==> config.mk <==
export PLATFORM = sky130hd
export DESIGN_NAME = nand_host_bridge
export DESIGN_NICKNAME = d
export VERILOG_FILES = /design/src/rtl/nbr_pkg.sv /design/src/rtl/nbr_cfg_regs.sv /design/src/rtl/nbr_win_regs.sv /design/src/rtl/nbr_xfer_fsm.sv /design/src/rtl/nand_host_bridge.sv
export SDC_FILE = /design/constraint.sdc
export NUM_CORES = 1
export LEC_CHECK = 0
export BUFFER_PORTS_ARGS = -buffer_cell sky130_fd_sc_hd__buf_2
export CORE_MARGIN = 1
export CORE_UTILIZATION = 50
export DETAILED_ROUTE_END_ITERATION = 7
export PLACE_DENSITY = 0.73
export SKIP_LAST_GASP = 1
export SLEW_MARGIN = 20
export SYNTH_ARGS = -nofsm -noshare
export SYNTH_HDL_FRONTEND = slang
export SYNTH_HIERARCHICAL = 1
export SYNTH_SLANG_ARGS = --single-unit
==> constraint.sdc <==
create_clock -name clk -period 3.3 [get_ports clk]
set_clock_uncertainty 0.1 [all_clocks]
set_input_delay 0.33 -clock clk [delete_from_list [all_inputs] [get_ports clk]]
set_output_delay 0.33 -clock clk [all_outputs]
set_load 0.02 [all_outputs]
==> src/rtl/nbr_pkg.sv <==
package nbr_pkg;
    typedef enum logic [1:0] {
        XF_IDLE  = 2'd0,
        XF_WRITE = 2'd1,
        XF_READ  = 2'd2
    } xfer_state_t;

    localparam logic [7:0] CFG_CMD_OFF   = 8'h04;
    localparam logic [7:0] CFG_BASE_OFF  = 8'h10;
    localparam logic [7:0] WIN_MODE_OFF  = 8'h04;
    localparam logic [7:0] WIN_STAT_OFF  = 8'h05;
    localparam logic [7:0] WIN_ISR_OFF   = 8'h06;
    localparam logic [7:0] WIN_IMR_OFF   = 8'h07;
    localparam logic [7:0] STATUS_CONST  = 8'h14;

    localparam int CMD_EN_BIT    = 1;
    localparam int MODE_CLE_BIT  = 0;
    localparam int MODE_ALE_BIT  = 1;
    localparam int MODE_CE_BIT   = 4;
    localparam int MODE_WP_BIT   = 7;
    localparam int IRQ_GLOBAL_BIT = 7;
endpackage

==> src/rtl/nbr_cfg_regs.sv <==
module nbr_cfg_regs
    import nbr_pkg::*;
#(
    parameter int ADDR_W = 32
) (
    input  logic              clk,
    input  logic              rst_n,
    input  logic              wr_en,
    input  logic [7:0]        off,
    input  logic [7:0]        wdata,
    output logic              win_en,
    output logic [ADDR_W-1:0] win_base,
    output logic [7:0]        rd_data
);
    localparam int LANES = ADDR_W / 8;

    always_ff @(posedge clk) begin
        if (!rst_n) begin
            win_en <= 1'b0;
        end else if (wr_en && off == CFG_CMD_OFF) begin
            win_en <= wdata[CMD_EN_BIT];
        end
    end

    for (genvar g = 0; g < LANES; g++) begin : g_lane
        logic [7:0] lane_q;
        always_ff @(posedge clk) begin
            if (!rst_n) begin
                lane_q <= 8'h00;
            end else if (wr_en && off == (CFG_BASE_OFF + 8'(g))) begin
                lane_q <= wdata;
            end
        end
        assign win_base[g*8 +: 8] = lane_q;
    end

    always_comb begin
        rd_data = 8'h00;
        if (off == CFG_CMD_OFF) begin
            rd_data[CMD_EN_BIT] = win_en;
        end
        for (int i = 0; i < LANES; i++) begin
            if (off == (CFG_BASE_OFF + 8'(i))) begin
                rd_data = win_base[i*8 +: 8];
            end
        end
    end
endmodule

==> src/rtl/nbr_win_regs.sv <==
module nbr_win_regs
    import nbr_pkg::*;
(
    input  logic       clk,
    input  logic       rst_n,
    input  logic       mode_wr,
    input  logic       isr_wr,
    input  logic       imr_wr,
    input  logic       data_wr,
    input  logic [7:0] wdata,
    output logic [7:0] mode_q,
    output logic [7:0] isr_q,
    output logic [7:0] imr_q,
    output logic       ecc_rst,
    output logic       irq
);
    logic ecc_kick;

    assign ecc_kick = (wdata[6:5] == 2'b01) || (wdata[6:5] == 2'b11);

    always_ff @(posedge clk) begin
        if (!rst_n) begin
            mode_q  <= 8'h00;
            imr_q   <= 8'h00;
            isr_q   <= 8'h00;
            ecc_rst <= 1'b0;
        end else begin
            ecc_rst <= mode_wr && ecc_kick;
            if (mode_wr) begin
                mode_q <= wdata;
            end
            if (imr_wr) begin
                imr_q <= wdata;
            end
            if (isr_wr) begin
                isr_q <= wdata;
            end else if (data_wr) begin
                isr_q[0] <= 1'b1;
            end
        end
    end

    assign irq = imr_q[IRQ_GLOBAL_BIT] && (|(imr_q & isr_q));
endmodule

==> src/rtl/nbr_xfer_fsm.sv <==
module nbr_xfer_fsm
    import nbr_pkg::*;
(
    input  logic clk,
    input  logic rst_n,
    input  logic go_wr,
    input  logic go_rd,
    input  logic reg_go,
    output logic idle,
    output logic nf_we,
    output logic nf_re,
    output logic capture,
    output logic ack
);
    xfer_state_t state_q, state_d;

    always_ff @(posedge clk) begin
        if (!rst_n) begin
            state_q <= XF_IDLE;
        end else begin
            state_q <= state_d;
        end
    end

    always_comb begin
        state_d = state_q;
        unique case (state_q)
            XF_IDLE: begin
                if (go_wr) begin
                    state_d = XF_WRITE;
                end else if (go_rd) begin
                    state_d = XF_READ;
                end
            end
            XF_WRITE: state_d = XF_IDLE;
            XF_READ:  state_d = XF_IDLE;
            default:  state_d = XF_IDLE;
        endcase
    end

    always_comb begin
        idle    = (state_q == XF_IDLE);
        nf_we   = (state_q == XF_WRITE);
        nf_re   = (state_q == XF_READ);
        capture = (state_q == XF_READ);
    end

    always_ff @(posedge clk) begin
        if (!rst_n) begin
            ack <= 1'b0;
        end else begin
            ack <= reg_go || (state_q != XF_IDLE);
        end
    end
endmodule

==> src/rtl/nand_host_bridge.sv <==
module nand_host_bridge
    import nbr_pkg::*;
#(
    parameter int ADDR_W = 32
) (
    input  logic              clk,
    input  logic              rst_n,
    input  logic              host_req,
    input  logic              host_we,
    input  logic [ADDR_W-1:0] host_addr,
    input  logic [7:0]        host_wdata,
    output logic              host_ack,
    output logic [7:0]        host_rdata,
    output logic              nf_cle,
    output logic              nf_ale,
    output logic              nf_ce_n,
    output logic              nf_wp,
    output logic              nf_we,
    output logic              nf_re,
    output logic [7:0]        nf_dout,
    input  logic [7:0]        nf_din,
    output logic [1:0]        ecc_mode,
    output logic              ecc_rst,
    output logic              irq
);
    localparam int PAGE_W = ADDR_W - 8;

    logic [PAGE_W-1:0] page;
    logic [7:0]        off;
    logic              fsm_idle, accept, capture;
    logic              sel_sys, sel_cfg, sel_win, is_data;
    logic              win_en;
    logic [ADDR_W-1:0] win_base;
    logic [7:0]        cfg_rd, win_rd, rd_mux;
    logic              cfg_wr, mode_wr, isr_wr, imr_wr;
    logic              data_wr_go, data_rd_go, reg_go;
    logic [7:0]        mode_q, isr_q, imr_q;

    assign page    = host_addr[ADDR_W-1:8];
    assign off     = host_addr[7:0];
    assign sel_sys = (page == PAGE_W'(0));
    assign sel_cfg = (page == PAGE_W'(1));
    assign sel_win = !sel_sys && !sel_cfg && win_en && ({page, 8'h00} == win_base);
    assign is_data = sel_win && (off[7:2] == 6'd0);
    assign accept  = host_req && fsm_idle;

    assign cfg_wr     = accept && host_we && sel_cfg;
    assign mode_wr    = accept && host_we && sel_win && (off == WIN_MODE_OFF);
    assign isr_wr     = accept && host_we && sel_win && (off == WIN_ISR_OFF);
    assign imr_wr     = accept && host_we && sel_win && (off == WIN_IMR_OFF);
    assign data_wr_go = accept && host_we && is_data;
    assign data_rd_go = accept && !host_we && is_data;
    assign reg_go     = accept && !is_data;

    nbr_cfg_regs #(.ADDR_W(ADDR_W)) u_cfg (
        .clk      (clk),
        .rst_n    (rst_n),
        .wr_en    (cfg_wr),
        .off      (off),
        .wdata    (host_wdata),
        .win_en   (win_en),
        .win_base (win_base),
        .rd_data  (cfg_rd)
    );

    nbr_win_regs u_win (
        .clk     (clk),
        .rst_n   (rst_n),
        .mode_wr (mode_wr),
        .isr_wr  (isr_wr),
        .imr_wr  (imr_wr),
        .data_wr (data_wr_go),
        .wdata   (host_wdata),
        .mode_q  (mode_q),
        .isr_q   (isr_q),
        .imr_q   (imr_q),
        .ecc_rst (ecc_rst),
        .irq     (irq)
    );

    nbr_xfer_fsm u_fsm (
        .clk     (clk),
        .rst_n   (rst_n),
        .go_wr   (data_wr_go),
        .go_rd   (data_rd_go),
        .reg_go  (reg_go),
        .idle    (fsm_idle),
        .nf_we   (nf_we),
        .nf_re   (nf_re),
        .capture (capture),
        .ack     (host_ack)
    );

    always_comb begin
        unique case (off)
            WIN_MODE_OFF: win_rd = mode_q;
            WIN_STAT_OFF: win_rd = STATUS_CONST;
            WIN_ISR_OFF:  win_rd = isr_q;
            WIN_IMR_OFF:  win_rd = imr_q;
            default:      win_rd = 8'h00;
        endcase
    end

    always_comb begin
        if (sel_cfg) begin
            rd_mux = cfg_rd;
        end else if (sel_win) begin
            rd_mux = win_rd;
        end else begin
            rd_mux = 8'h00;
        end
    end

    always_ff @(posedge clk) begin
        if (!rst_n) begin
            host_rdata <= 8'h00;
            nf_dout    <= 8'h00;
        end else begin
            if (capture) begin
                host_rdata <= nf_din;
            end else if (reg_go) begin
                host_rdata <= host_we ? 8'h00 : rd_mux;
            end
            if (data_wr_go) begin
                nf_dout <= host_wdata;
            end
        end
    end

    assign nf_cle   = mode_q[MODE_CLE_BIT];
    assign nf_ale   = mode_q[MODE_ALE_BIT];
    assign nf_ce_n  = !mode_q[MODE_CE_BIT];
    assign nf_wp    = mode_q[MODE_WP_BIT];
    assign ecc_mode = mode_q[6:5];
endmodule

; Word level (Yosys, flattened, before mapping)
; Cells that the tools add are included.
[op_classes]
n_eq_ne = 14
n_mux = 15
bitwise_logic = 3
reduce_logical = 39
[op_table]
columns = operator, count
row1 = 8-bit two-way mux, 9
row2 = 32-bit == test, 1
row3 = "8-bit by 3-bit == test with 1-bit output, second input constant", 4
row4 = "8-bit by 5-bit == test with 1-bit output, second input constant", 4
row5 = 8-bit one-hot mux with 4 select lines, 1
row6 = "24-bit by 1-bit == test with 1-bit output, second input constant", 1
row7 = 24-bit zero test, 1
row8 = 1-bit logical AND, 22
row9 = 8-bit bitwise AND, 1
row10 = 2-bit nonzero test, 4
row11 = 8-bit OR reduction, 1
row12 = 6-bit zero test, 1
row13 = 1-bit zero test, 5
row14 = 1-bit two-way mux, 5
row15 = "2-bit by 1-bit == test with 1-bit output, second input constant", 2
row16 = "2-bit == test, second input constant", 2
row17 = 3-bit OR reduction, 1
row18 = 2-bit zero test, 1
row19 = 1-bit logical OR, 2
row20 = 1-bit NOT, 2
row21 = 2-bit AND reduction, 1
[word_totals]
regBits = 77
input_bits = 52
output_inout_bits = 27
word_cells = 86

; Logic depth before layout (Yosys ltp)
; Gate-level depths: netlist (run 1).
[depth]
ltp_word = 10
depth_mapped = 10
ltp_nobuf = 8

; Hierarchy
; The synthesis (run 1) kept the hierarchy.
[modules_own_cells]
columns = mod, instances, cells_each, area_each_um2, seq_area_each_um2
row1 = nand_host_bridge, 1, 206, 1655.3, 320.3
row2 = nbr_cfg_regs, 1, 153, 1580.3, 660.6
row3 = nbr_win_regs, 1, 85, 973.4, 500.5
row4 = nbr_xfer_fsm, 1, 10, 113.9, 60.1

; Worst setup path before layout (run 1)
; No wires, ideal clock.
[synth_path]
path_kind = input to register
startpoint = input port host_addr[30]
endpoint = register u_cfg.g_lane[0].lane_q[1]
t_arrival_ns = 2.412
setup_slack_ns = 0.666
stages = 9
n_path_buf = 1
cell_sequence = or4_1 > nor2_2 > and2_1 > nand2_1 > nor2_1 > nand3b_1 > or4_4 > buf_6 > mux2i_1
[synth_between]
elab_chain_cells = 3
[synth_rtl]
columns = item, line
row1 = from (decl), nand_host_bridge.sv:10  ; input logic [ADDR_W-1:0] host_addr,
row2 = 24-bit by 1-bit == test with 1-bit output, nand_host_bridge.sv:42  ; assign sel_cfg = (page == PAGE_W'(1));
row3 = 1-bit logical AND, nand_host_bridge.sv:47  ; assign cfg_wr = accept && host_we && sel_cfg;
row4 = net cfg_wr, nand_host_bridge.sv:35  ; logic cfg_wr, mode_wr, isr_wr, imr_wr;
row5 = 1-bit logical AND, nbr_cfg_regs.sv:30  ; end else if (wr_en && off == (CFG_BASE_OFF + 8'(g))) begin
row6 = to (signal assigned), nbr_cfg_regs.sv:31  ; lane_q <= wdata;
row7 = to (decl), nbr_cfg_regs.sv:26  ; logic [7:0] lane_q;
; The timed path passes the listed nets, and every way through them passes these cells.
; A chain may end at the register's enable or synchronous reset.

; Worst setup path after layout (run 1)
[layout_path]
startpoint = register u_cfg.g_lane[2].lane_q[5]
endpoint = register u_win.mode_q[0]
[layout_between]
elab_chain_cells = 4
[layout_rtl]
columns = item, line
row1 = from (decl), nbr_cfg_regs.sv:26
row2 = from (signal assigned), nbr_cfg_regs.sv:31
row3 = 32-bit == test, nand_host_bridge.sv:43  ; assign sel_win = !sel_sys && !sel_cfg && win_en && ({page, 8'h00} == win_base);
row4 = 1-bit logical AND, nand_host_bridge.sv:43
row5 = 1-bit logical AND (2 in series), nand_host_bridge.sv:48  ; assign mode_wr = accept && host_we && sel_win && (off == WIN_MODE_OFF);
row6 = net mode_wr, nand_host_bridge.sv:35
row7 = to (signal assigned), nbr_win_regs.sv:30  ; mode_q <= wdata;
row8 = to (decl), nbr_win_regs.sv:11  ; output logic [7:0] mode_q,
; The timed path passes the listed nets, and every way through them passes these cells.

==> out/summary.txt, run 1 <==
CP Capture Type: register
sequential area share after synthesis: 0.357
area post-placement: 0.00473 sq mm
final-layout fill cell count: 755
Netlist Area Pre-Place: 0.00432 sq mm
Chip Width: 95.0 microns
most common cell after layout, fill and taps aside: buf_2
Synth Flop Type: dfxtp_1
YS warnings: 6
Max Buffers Root-to-Sink: 2
run status: complete, no violations
via-per-instance ratio: 5.87
Port Buffers: 78
Initial Util: 0.521
LEAKAGE: 1.85 nW
cell area after layout: 0.00494 sq mm
Cell variety after synth: 56
root buffer cell: clkbuf_8
Starting DRT DRC Count: 230
vias in the first global route: 3489
first-pass GRT wire length: 17900 microns
Syn Inst Count: 454
max-slew violations: 0
Die Area: 0.00902 sq mm
Crit path required time: 3450 ps
setup bufs post-CTS: 0
syn nets: 506
peak supply drop: 0.294 mV
Max-Cap Viols: 0
Worst Hold Slack: 179 ps
GRT Overall Usage: 0.266
layout cells sized above 1: 0.248
Post-synth EDFFs: 0
#FFs+latches synth: 77
Async S/R FF share, synth: 0
count of final hold-check violations: 0
I/O pins: 79
CTS tree: yes
fin nets: 575
Die Height: 95.0 microns
DP Wirelength: 8510 microns
clock slew at reported path FFs: 80 ps
Final Non-Filler Cells: 633
CTS resizes: 0
Crit path arrival time: 3010 ps
routability cong.: 0.949
most frequent cells in the layout: buf_2, dfxtp_1, nand2_1, mux2i_1, nor2b_1
worst setup path class: register to register
Inst Count DP: 617
final setup TNS: 0 ps
H-tree depth: 3
layout overhead on the synthesized area: 14.2%
routed wire length: 11400 microns
CTS buffer count: 9
unrepaired setup endpoints after global routing: no
Worst-Margin Slew: 961 ps
multi-input logic area: 0.00257 sq mm
core area: 0.00830 sq mm
cts hold-fix bufs: 0
top achievable clock speed: 351 MHz
Worst-Skew Late Latency: 370 ps
final number of setup-violating endpoints: 0
via count: 3714
post-route DRC violation count: 0
Final min period: 2850 ps
syn_area_per_cell: 9.52 sq um
Core Util, Final: 0.595
hold crit path type: input pin to register
post-DR wirelength/cell: 18.0 microns
initial antenna violation count: 0
Power Dens Cells: 368 mW/mm^2
Pre-antenna DRT Iters: 5
critical path launch point type: register
crit-path max FO: 9
antenna viol nets, final: 0
largest net degree at the start of global routing: 58
storage element area: 0.00154 sq mm
period utilization: 0.864
grt total ovfl: 0
Core Rows: 33
Worst slew margin: 0.359
Sinks on Clock Net: 77
Diodes inserted: 0
==> final cells by class <==
cell class,instances,share of cell area
Multi-Input combinational cell,343,0.522
Sequential cell,77,0.312
Clock buffer,9,0.0251
Inverter,3,0.00228
Tap cell,105,0.0266
Timing Repair Buffer,89,0.0958
Clock inverter,7,0.0165
==> cell families after synthesis <==
| logic type | after synthesis | synth area share |
|---|---|---|
| muxes | 72 | 0.189 |
| buffers and inverters | 34 | 0.0492 |
| xor gates and xnor gates | 24 | 0.0486 |
| and+or+nand+nor | 186 | 0.246 |
| DFF | 77 | 0.357 |
| AOI/OAI and AO/OA | 61 | 0.111 |
==> routing by layer <==
layer / wire (microns) / global-route usage
met1: 5000 / 0.341
met2: 5310 / 0.426
met3: 736 / 0.0531
met4: 350 / 0.128
met5: 0 / 0
==> flip-flops by register name, indices dropped and copies added (netlist names) <==
signal	cells
u_cfg/g_lane.lane_q	32
host_rdata	8
nf_dout	8
u_win/imr_q	8
u_win/isr_q	8
u_win/mode_q	8
u_fsm/state_q	2
u_cfg/win_en	1
u_fsm/ack	1
u_win/ecc_rst	1
==> path summary, 6_finish.rpt <==
check / from / endpoint / slack (ps) / cells past startpoint
worst max-delay path: u_cfg/g_lane[2].lane_q[5] / u_win/mode_q[0] / 450 / 8
worst min-delay path: host_wdata[7] / nf_dout[7] / 180 / 3
worst max register to register: u_cfg/g_lane[2].lane_q[5] / u_win/mode_q[0] / 450 / 8
worst min register to register: nf_dout[5] / nf_dout[5] / 370 / 2
==> critical path: stages (launching register included) <==
cell and delay, ps:
dfxtp_1 360, xor2_1 160, nor4_1 480, buf_4 210
nand4_1 90, nor4_1 400, and2_1 570, mux2i_1 310
nor2b_1 70
==> cell usage after synthesis, types with 4 or more instances <==
master     n  area [sq um]
nand3b_1   5          37.5
a22o_1     6          52.6
mux4_2     7           158
o41ai_1    8          70.1
o211ai_1   8          60.1
nor4b_1    4          35.0
xnor2_1    5          43.8
nand2_1   63           236
nor2b_1   33           206
mux2_2     6          67.6
a21boi_1  10          75.1
mux2i_1   59           591
nand3_1    9          45.0
dfxtp_1   77          1540
nor3_1     4          20.0
o21ai_0    6          30.0
nor4_1    14          87.6
nor2_1     8          30.0
xor2_1    19           166
a21boi_0   6          45.0
nand2b_1   9          56.3
clkbuf_1  13          48.8
buf_6      6          67.6
nand4_1   13          81.3
buf_2      5          25.0
==> per-stage QoR <==
step / power (mW) / setup WS, ps
detailed placement: 1.10 / 469
global placement: 1.09 / 494
floorplan: 1.03 / 666
CTS: 1.83 / 545
global route: 1.88 / 362
finish: 1.82 / 447
==> report_power, final <==
group,switching (mW),internal (mW),total (mW)
clock network,0.380,0.361,0.741
registers,0.000117,0.929,0.929
logic,0.0895,0.0579,0.147
Note: power is estimated with default switching activity, not from simulation.
==> run 2, diff against run 1 <==
--- a/config.mk
+++ b/config.mk
@@ -10,6 +10,7 @@
 export CORE_UTILIZATION = 50
 export DETAILED_ROUTE_END_ITERATION = 7
 export PLACE_DENSITY = 0.73
+export SETUP_SLACK_MARGIN = 0.2
 export SKIP_LAST_GASP = 1
 export SLEW_MARGIN = 20
 export SYNTH_ARGS = -nofsm -noshare
==> constraint.sdc (replaced) <==
create_clock -name clk -period 3.5 [get_ports clk]
set_clock_uncertainty 0.1 [all_clocks]
set_input_delay 0.35 -clock clk [delete_from_list [all_inputs] [get_ports clk]]
set_output_delay 0.35 -clock clk [all_outputs]
set_load 0.02 [all_outputs]
==> run 2 against run 1 <==
Largest cell class unchanged; critical path depth is 2 lower; flip-flop and latch count stayed put; highest routed layer unchanged; clock power is 3.1% higher; maximum frequency is 4.1% higher; clock-buffer cell count is 1 higher; routed wire length is 2.4% higher; non-clock buffer count is 3 lower; register-to-register slack better by 310 ps.
==> out/summary.txt, run 2 (synthesis results as in run 1) <==
run status: complete, no violations
hold crit path type: input pin to register
CP Capture Type: register
LEAKAGE: 1.84 nW
Reg-to-Reg Start: u_cfg/g_lane[3].lane_q[2]
Largest stage delay, worst path: 600 ps
worst path bufs/invs: 0
worst setup path class: register to register
period utilization: 0.783
Final min period: 2740 ps
largest reg by FF count: u_cfg/g_lane.lane_q
grt total ovfl: 0
CTS tree: yes
count of final hold-check violations: 0
via count: 3738
Pre-antenna DRT Iters: 5
Sinks on Clock Net: 77
DP Wirelength: 8850 microns
GRT Overall Usage: 0.272
fin nets: 572
HP Start: host_wdata[6]
Crit path required time: 3620 ps
crit-path max FO: 16
Max-Cap Viols: 0
most common cell after layout, fill and taps aside: buf_2
peak supply drop: 0.244 mV
largest net degree at the start of global routing: 41
first-pass GRT wire length: 18400 microns
I/O pins: 79
routed wire length: 11700 microns
H-tree depth: 3
clock slew at reported path FFs: 80 ps
unrepaired setup endpoints after global routing: no
root buffer cell: clkbuf_8
Die Area: 0.00902 sq mm
Die Height: 95.0 microns
post-DR wirelength/cell: 18.5 microns
area post-placement: 0.00471 sq mm
layout overhead on the synthesized area: 14.3%
Worst-Margin Slew: 811 ps
setup bufs post-CTS: 0
Port Buffers: 78
cell area after layout: 0.00494 sq mm
max-slew violations: 0
Core Rows: 33
post-route DRC violation count: 0
critical path launch point type: register
Power Dens Cells: 360 mW/mm^2
Max Buffers Root-to-Sink: 2
final number of setup-violating endpoints: 0
top achievable clock speed: 365 MHz
Worst-Skew Late Latency: 350 ps
vias in the first global route: 3578
Chip Width: 95.0 microns
Worst slew margin: 0.455
layout cells sized above 1: 0.244
antenna viol nets, final: 0
crit path from: u_cfg/g_lane[3].lane_q[2]
Initial Util: 0.521
final setup TNS: 0 ps
initial antenna violation count: 0
CP max stage cell: or3_1
final-layout fill cell count: 714
total power draw: 1.78 mW
via-per-instance ratio: 5.93
routability cong.: 0.957
Top delay family on crit path: simple AND/OR/NAND/NOR gates
core area: 0.00830 sq mm
max reg flops: 32
Starting DRT DRC Count: 286
most frequent cells in the layout: buf_2, dfxtp_1, nand2_1, mux2i_1, nor2b_1
CP cell instances: xor2_1 -> or4b_1 -> a211o_1 -> or3_1 -> o21ai_0 -> a21boi_0
cts hold-fix bufs: 0
Crit path arrival time: 2870 ps
CTS buffer count: 9
Diodes inserted: 0
CTS resizes: 0
## run 2: changes by cell type in the layout (fill, tap and decap cells not counted)
cell | previous run | this run
buf_4 | 11 | 8
bufinv_16 | 1 | 2
clkbuf_8 | 9 | 10
clkinv_2 | 1 | 0
clkinvlp_4 | 0 | 1
inv_6 | 2 | 1
inv_8 | 1 | 0
## run 2: layout make-up
class                           count  area [sq um]  share of cell area
Inverter                            3          11.3             0.00228
Multi-Input combinational cell    343          2570               0.521
Sequential cell                    77          1540               0.312
Clock inverter                      6          93.8              0.0190
Clock buffer                       10           138              0.0279
Tap cell                          105           131              0.0266
Timing Repair Buffer               86           450              0.0912
## run 2: layer usage
metal | global-route usage | up-vias | share of wire
met4 | 0.0922 | 0 | 0.022
li1 | - | 1786 | -
met5 | 0 | - | 0
met2 | 0.434 | 167 | 0.46
met1 | 0.362 | 1764 | 0.44
met3 | 0.0604 | 21 | 0.072
## run 2: worst paths after layout
path	to	slack, ps	cells past startpoint
max reg2reg	nf_dout[0]	760	6
max	nf_dout[0]	760	6
min reg2reg	nf_dout[6]	360	2
min	nf_dout[6]	200	3
## run 2: tightest hold or removal path, cell delays in order
cell and delay (ps):
buf_2 140, nand2_1 60, a21boi_1 50
## run 2: stage by stage
stage / setup WS, ps / hold slack (ps) / cells / utilization
floorplan: 846 / 351 / 454 / -
global placement: 518 / 342 / 614 / 0.567
detailed placement: 536 / 350 / 614 / 0.567
CTS: 786 / 195 / 630 / 0.595
global route: 508 / 194 / 630 / 0.595
finish: 759 / 200 / 630 / 0.595
## run 2: power by group
part           internal, mW  total, mW  leakage, nW  switching (mW)
logic                0.0541      0.139         1.11          0.0845
registers             0.876      0.876        0.620       0.0000898
clock network         0.426      0.764        0.113           0.338
total                  1.36       1.78         1.84           0.423
